$ cat src/rtl/gpio_word_pkg.sv
package gpio_word_pkg;
   // Direction encoding of one pin
   typedef enum logic {
      PIN_IN  = 1'b0,
      PIN_OUT = 1'b1
   } pin_dir_e;

   localparam int DEF_PIN_W   = 8;
   localparam int DEF_WORD_W  = 20;
   localparam int DEF_ADDR_W  = 24;
   localparam int DEF_DATA_LSB = 0;
   localparam int DEF_DIR_LSB  = 10;

   // Bit-pattern addresses differ from numeric ones by this constant.
   localparam logic [23:0] PATTERN_XOR = 24'h0AAAAA;
   localparam logic [23:0] PORT_PATTERN = 24'h1C1000;
   localparam logic [23:0] PORT_NUMERIC = PORT_PATTERN ^ PATTERN_XOR;
endpackage

$ cat src/rtl/gpio_addr_decode.sv
module gpio_addr_decode #(
   parameter int          ADDR_W    = 24,
   parameter logic [ADDR_W-1:0] PORT_ADDR = '0
) (
   input  logic              bus_sel,
   input  logic              bus_we,
   input  logic [ADDR_W-1:0] bus_addr,
   output logic              wr_hit,
   output logic              rd_hit
);
   logic addr_match;

   always_comb begin
      addr_match = (bus_addr == PORT_ADDR);
      wr_hit     = bus_sel &  bus_we & addr_match;
      rd_hit     = bus_sel & ~bus_we & addr_match;
   end
endmodule

$ cat src/rtl/gpio_pin_latch.sv
module gpio_pin_latch
   import gpio_word_pkg::*;
#(
   parameter int PIN_W = 8
) (
   input  logic             clk,
   input  logic             rst_n,
   input  logic             load,
   input  logic [PIN_W-1:0] new_data,
   input  logic [PIN_W-1:0] new_dir,
   output logic [PIN_W-1:0] dir_q,
   output logic [PIN_W-1:0] pad_out,
   output logic [PIN_W-1:0] pad_oe
);
   for (genvar i = 0; i < PIN_W; i++) begin : g_pin
      logic     data_bit_q;
      pin_dir_e mode_q;

      always_ff @(posedge clk or negedge rst_n) begin
         if (!rst_n) begin
            data_bit_q <= 1'b0;
            mode_q     <= PIN_IN;
         end else if (load) begin
            data_bit_q <= new_data[i];
            mode_q     <= pin_dir_e'(new_dir[i]);
         end
      end

      always_comb begin
         dir_q[i]   = (mode_q == PIN_OUT);
         pad_oe[i]  = (mode_q == PIN_OUT);
         pad_out[i] = (mode_q == PIN_OUT) ? data_bit_q : 1'b0;
      end
   end
endmodule

$ cat src/rtl/gpio_read_format.sv
module gpio_read_format #(
   parameter int PIN_W    = 8,
   parameter int WORD_W   = 20,
   parameter int DATA_LSB = 0,
   parameter int DIR_LSB  = 10
) (
   input  logic              rd_hit,
   input  logic [PIN_W-1:0]  pad_lvl,
   input  logic [PIN_W-1:0]  dir_q,
   output logic [WORD_W-1:0] rdata
);
   localparam int DATA_MSB = DATA_LSB + PIN_W - 1;
   localparam int DIR_MSB  = DIR_LSB + PIN_W - 1;

   logic [WORD_W-1:0] word;

   for (genvar b = 0; b < WORD_W; b++) begin : g_bit
      if (b >= DATA_LSB && b <= DATA_MSB) begin : g_pad
         assign word[b] = pad_lvl[b-DATA_LSB];
      end else if (b >= DIR_LSB && b <= DIR_MSB) begin : g_dir
         assign word[b] = dir_q[b-DIR_LSB];
      end else begin : g_zero
         assign word[b] = 1'b0;
      end
   end

   assign rdata = rd_hit ? word : '0;
endmodule

$ cat src/rtl/gpio_edge_irq.sv
module gpio_edge_irq #(
   parameter int PIN_W       = 8,
   parameter int SYNC_STAGES = 2
) (
   input  logic             clk,
   input  logic             rst_n,
   input  logic [PIN_W-1:0] pad_lvl,
   input  logic [PIN_W-1:0] dir_q,
   output logic             irq
);
   logic [SYNC_STAGES-1:0][PIN_W-1:0] sync_q;
   logic [PIN_W-1:0] prev_q;
   logic [PIN_W-1:0] rise;

   always_ff @(posedge clk or negedge rst_n) begin
      if (!rst_n) begin
         sync_q <= '0;
         prev_q <= '0;
      end else begin
         sync_q[0] <= pad_lvl;
         for (int s = 1; s < SYNC_STAGES; s++) sync_q[s] <= sync_q[s-1];
         prev_q <= sync_q[SYNC_STAGES-1];
      end
   end

   always_comb begin
      rise = sync_q[SYNC_STAGES-1] & ~prev_q & ~dir_q;
      irq  = |rise;
   end
endmodule

$ cat src/rtl/gpio_word_port.sv
module gpio_word_port
   import gpio_word_pkg::*;
#(
   parameter int                PIN_W       = DEF_PIN_W,
   parameter int                WORD_W      = DEF_WORD_W,
   parameter int                ADDR_W      = DEF_ADDR_W,
   parameter int                DATA_LSB    = DEF_DATA_LSB,
   parameter int                DIR_LSB     = DEF_DIR_LSB,
   parameter logic [ADDR_W-1:0] PORT_ADDR   = ADDR_W'(PORT_NUMERIC),
   parameter bit                IRQ_EN      = 1'b1,
   parameter int                SYNC_STAGES = 2
) (
   input  logic              clk,
   input  logic              rst_n,
   input  logic              bus_sel,
   input  logic              bus_we,
   input  logic [ADDR_W-1:0] bus_addr,
   input  logic [WORD_W-1:0] bus_wdata,
   output logic [WORD_W-1:0] bus_rdata,
   input  logic [PIN_W-1:0]  pad_in,
   output logic [PIN_W-1:0]  pad_out,
   output logic [PIN_W-1:0]  pad_oe,
   output logic              irq
);
   localparam int DATA_MSB = DATA_LSB + PIN_W - 1;
   localparam int DIR_MSB  = DIR_LSB + PIN_W - 1;

   if (DATA_MSB >= WORD_W || DIR_MSB >= WORD_W) begin : g_bad_width
      $error("gpio_word_port: a field lies outside the word");
   end
   if (!(DATA_MSB < DIR_LSB || DIR_MSB < DATA_LSB)) begin : g_bad_overlap
      $error("gpio_word_port: data and direction fields overlap");
   end
   if (SYNC_STAGES < 2) begin : g_bad_sync
      $error("gpio_word_port: at least two synchronizer stages required");
   end

   logic             wr_hit;
   logic             rd_hit;
   logic [PIN_W-1:0] dir_q;

   gpio_addr_decode #(
      .ADDR_W(ADDR_W), .PORT_ADDR(PORT_ADDR)
   ) u_decode (
      .bus_sel(bus_sel), .bus_we(bus_we), .bus_addr(bus_addr),
      .wr_hit(wr_hit), .rd_hit(rd_hit)
   );

   gpio_pin_latch #(.PIN_W(PIN_W)) u_latch (
      .clk(clk), .rst_n(rst_n), .load(wr_hit),
      .new_data(bus_wdata[DATA_MSB:DATA_LSB]),
      .new_dir(bus_wdata[DIR_MSB:DIR_LSB]),
      .dir_q(dir_q), .pad_out(pad_out), .pad_oe(pad_oe)
   );

   gpio_read_format #(
      .PIN_W(PIN_W), .WORD_W(WORD_W), .DATA_LSB(DATA_LSB), .DIR_LSB(DIR_LSB)
   ) u_rdfmt (
      .rd_hit(rd_hit), .pad_lvl(pad_in), .dir_q(dir_q), .rdata(bus_rdata)
   );

   if (IRQ_EN) begin : g_irq
      gpio_edge_irq #(.PIN_W(PIN_W), .SYNC_STAGES(SYNC_STAGES)) u_edge (
         .clk(clk), .rst_n(rst_n), .pad_lvl(pad_in), .dir_q(dir_q), .irq(irq)
      );
   end else begin : g_no_irq
      assign irq = 1'b0;
   end
endmodule

$ cat config.mk
export PLATFORM = sky130hd
export DESIGN_NAME = gpio_word_port
export DESIGN_NICKNAME = d
export VERILOG_FILES = /design/src/rtl/gpio_word_pkg.sv /design/src/rtl/gpio_addr_decode.sv /design/src/rtl/gpio_pin_latch.sv /design/src/rtl/gpio_read_format.sv /design/src/rtl/gpio_edge_irq.sv /design/src/rtl/gpio_word_port.sv
export SDC_FILE = /design/constraint.sdc
export NUM_CORES = 1
export LEC_CHECK = 0
export BUFFER_PORTS_ARGS = -buffer_cell sky130_fd_sc_hd__clkbuf_2
export CELL_PAD_IN_SITES_DETAIL_PLACEMENT = 2
export CELL_PAD_IN_SITES_GLOBAL_PLACEMENT = 2
export CORE_MARGIN = 5
export CORE_UTILIZATION = 29
export DETAILED_ROUTE_END_ITERATION = 12
export PLACE_DENSITY = 0.95
export SETUP_SLACK_MARGIN = 0.05
export SLEW_MARGIN = 20
export SYNTH_ARGS = -nofsm -noshare
export SYNTH_HDL_FRONTEND = slang
export SYNTH_SLANG_ARGS = --single-unit
$ cat constraint.sdc
create_clock -name clk -period 2.08 [get_ports clk]
set_input_delay 0.208 -clock clk [delete_from_list [all_inputs] [get_ports clk]]
set_output_delay 0.208 -clock clk [all_outputs]
set_load 0.005 [all_outputs]
==> results.md <==
- Floorplan die height: 86.8 um
- Synthesized instance count: 123
- Routability cong.: 0.671
- Switching Fraction: 19.9%
- Final hold viol count: 0
- P_sw: approximately 0.00028 W
- Worst-path fanout max: 16
- Max Clk Rate: 578 MHz
- Worst-path cell chain: clkbuf_2, and4bb_2, nand3b_1, nor4_2, buf_4, and2_2, clkbuf_2
- CP required: roughly 1900 ps
- Final setup fails: 0
- Number of synthesized register bits: 40
- Worst setup EP type: output port
- Gr usage total: 11.7%
- Global-route wire length before repair: 6820 um
- Initial Util: between 20% and 30%
- Setup TNS: 0 ps
- CP dominant cell by count: clkbuf_2
- Tightest Pin Transition: between 500 and 600 ps
- Post-CTS sizing: 0
- Worst-path clk slew: 70 ps
- Clk_lat worst skew: 280 ps
- Yosys top cell area share: 58.5%
- DP HPWL: 3480 um
- Hold crit path type: input port to flop
- I/O pin count: 93
- Ys Warns: 0
- Share of total power in the clock network: 37.2%
- Grt total ovfl: 0
- Flop pwr share: 56.6%
- CTS tree: built
- FILL cells: between 600 and 700
- CP max-delay cell: nor4_2
- Final hold slack: between 40 and 50 ps
- Worst vdd ir: 0.205 mV
- Detail Route Antenna Nets: 0
- Sink Count: 40
- Syn Std Cell Area: 0.00171 mm2
- CP Class: input port to output port
- Initial antenna violation count: 0
- WHS Path Cells: 1
- Sequential share of the synthesized area: 58.5%
- Pwr Density: 637 mW/mm2
- Drt wl/cell: 15.3 um
- WL final: around 4300 um
- Slew headroom: roughly 65%
- CTS Buf Count: 5
- Clock skew: 3.30 ps
- Final Max Tran Viols: 0
- Post-layout minimum cycle time: about 1700 ps
- Worst R2R End: u_latch.g_pin[6].mode_q
- Startpoint Class: input port
- Fin nets: 262
- DIE WIDTH: 86.8 um
- Mux contribution to synthesized area: between 10% and 20%
- Vias in the first global route: 1444
- Root Buffer: clkbuf_8
- Slowest cell delay on critical path: around 290 ps
- Area grow syn2layout: 30.9%
- Most frequent cells in the layout: 84 x clkbuf_2, 40 x dfrtp_1, 14 x and2_1
- Vias/cell: 4.42
- Unique masters post-synth: 26
- Reg2reg path depth: 1
- Largest family of logic cells by synthesized area: simple AND/OR/NAND/NOR gates
- Drt pass-1 iters: 4
- Commonest non-fill, non-tap cell in the layout: clkbuf_2
- Lkg Pwr: between 1 and 1.5 nW
- Clk buf depth: 2
- RSZ-0062 raised after global routing: no
- Port bufs: 84
- Share of cells above drive strength 1: roughly 60%
- Ant. Diodes: 0
- Area contributors post-synth: dfrtp_1 58%, mux2_4 8.8%, buf_4 5.3%
- Internal power: 0.00114 W
- Core region area: 0.00582 mm2
- Worst r2r src: u_latch.g_pin[6].mode_q
- Adder-Cell Fraction of Synth Area: 0%
- Final Non-Filler Cells: roughly 280
- Comb pwr share: 6.2%
- Worst hold start: pad_in[3]
- Status: finished clean
- DRC viols: 0
- Max Cap Violations: 0
- Syn Area/Cell: 13.9 um2
- Final period util: 83.2%
- Hold worst-path end: g_irq.u_edge.sync_q[3]
- Iteration-0 DRC Markers: 11
- Top cell type by total area after synthesis: dfrtp_1
- Simple logic cell fraction of the synthesized area: roughly a fifth
- Flop2flop setup slack: 1260 ps
- XOR/XNOR Fraction of Synth Area: 0%
- Placed Cells: 273
- Largest net degree at the start of global routing: 22
- H-tree levels: 2
- Crit path DAT: 1520 ps
- Rows: 28
- Synth Area in Compound Gates: less than 1%
- Total die area: 0.00754 mm2
- Via count: 1241
power groups by stage:
stage               logic (W)  registers (W)  clock network, W
global route         0.000100       0.000812          0.000583
detailed placement  0.0000898       0.000824                 0
finish              0.0000879       0.000809          0.000532
global placement    0.0000849       0.000822                 0
floorplan           0.0000233       0.000821                 0
CTS                 0.0000916       0.000809          0.000559
area by class of cell:
type | instances | area [um2] | area share, %
tap | 75 | 93.8 | 4.19
clock buffer | 7 | 96.3 | 4.30
inverter | 2 | 7.51 | 0.335
sequential | 40 | 1000 | 44.7
timing repair buffer | 88 | 453 | 20.2
multi-input combinational | 69 | 589 | 26.3
through the flow:
step | worst slack, ps | cell area (um2) | utilization (%) | power, W
2_1_floorplan | 509 | 1720 | - | 0.000845
3_3_place_gp | 398 | 2130 | 36.7 | 0.000907
3_5_place_dp | 299 | 2130 | 36.7 | 0.000914
4_1_cts | 276 | 2240 | 38.5 | 0.00146
5_1_grt | 238 | 2240 | 38.5 | 0.00149
6_report | 349 | 2240 | 38.5 | 0.00143
worst max path at each step:
stage / start / to / slack, ps / depth (start not counted)
after floorplan: bus_addr[19] / bus_rdata[12] / 510 / 5
after global placement: bus_addr[19] / bus_rdata[4] / 400 / 7
after detailed placement: bus_addr[19] / bus_rdata[17] / 300 / 7
after CTS: bus_addr[19] / bus_rdata[17] / 280 / 7
after global routing: bus_addr[23] / bus_rdata[17] / 240 / 7
final: bus_addr[19] / bus_rdata[17] / 350 / 7
Yosys cell counts:
library cell  number
mux2_4            10
nor3b_1            5
buf_4             12
mux2_2             6
buf_12             1
and4_1             1
nand4bb_1          1
clkbuf_1           1
nor4b_2            1
dfrtp_1           40
and2_1            14
a21oi_1            1
nor2_1             4
buf_6              1
and2_2            10
nor3_1             1
nand3b_1           1
conb_1             1
inv_1              2
nor4_2             1
nand4b_1           2
nor4b_1            1
nand2b_1           1
o32ai_1            1
and4bb_2           2
nand3_1            2
sequential cells by signal (all words and copies together), names as in the netlist:
name,flops
g_irq.u_edge.sync_q,16
u_latch.g_pin.mode_q,8
g_irq.u_edge.prev_q,8
u_latch.g_pin.data_bit_q,8
layer usage:
metal / wire length (um) / GRT usage (%)
met5: 0 / 0
met2: 2230 / 21.0
met1: 1610 / 12.7
met4: 38 / 4.25
met3: 415 / 4.18
critical path, delay by kind of cell:
family / cells / cell delay, ps
AND/OR/NAND/NOR: 4 / 850
buffers and inverters: 3 / 460
logic make-up (layout without fill, tap and decap cells):
logic type	count (synthesis)	count (layout)
buf+inv	17	97
other cells	1	4
simple gates	47	47
flops	40	40
compound gates	2	2
mux	16	16
timing repair:
item,CTS,global route
hold buffers,1,0
endpoints found under the setup margin,0,0
buffers inserted,0,0
endpoints found under the hold margin,20,0
(Power assumes the default switching activity.)
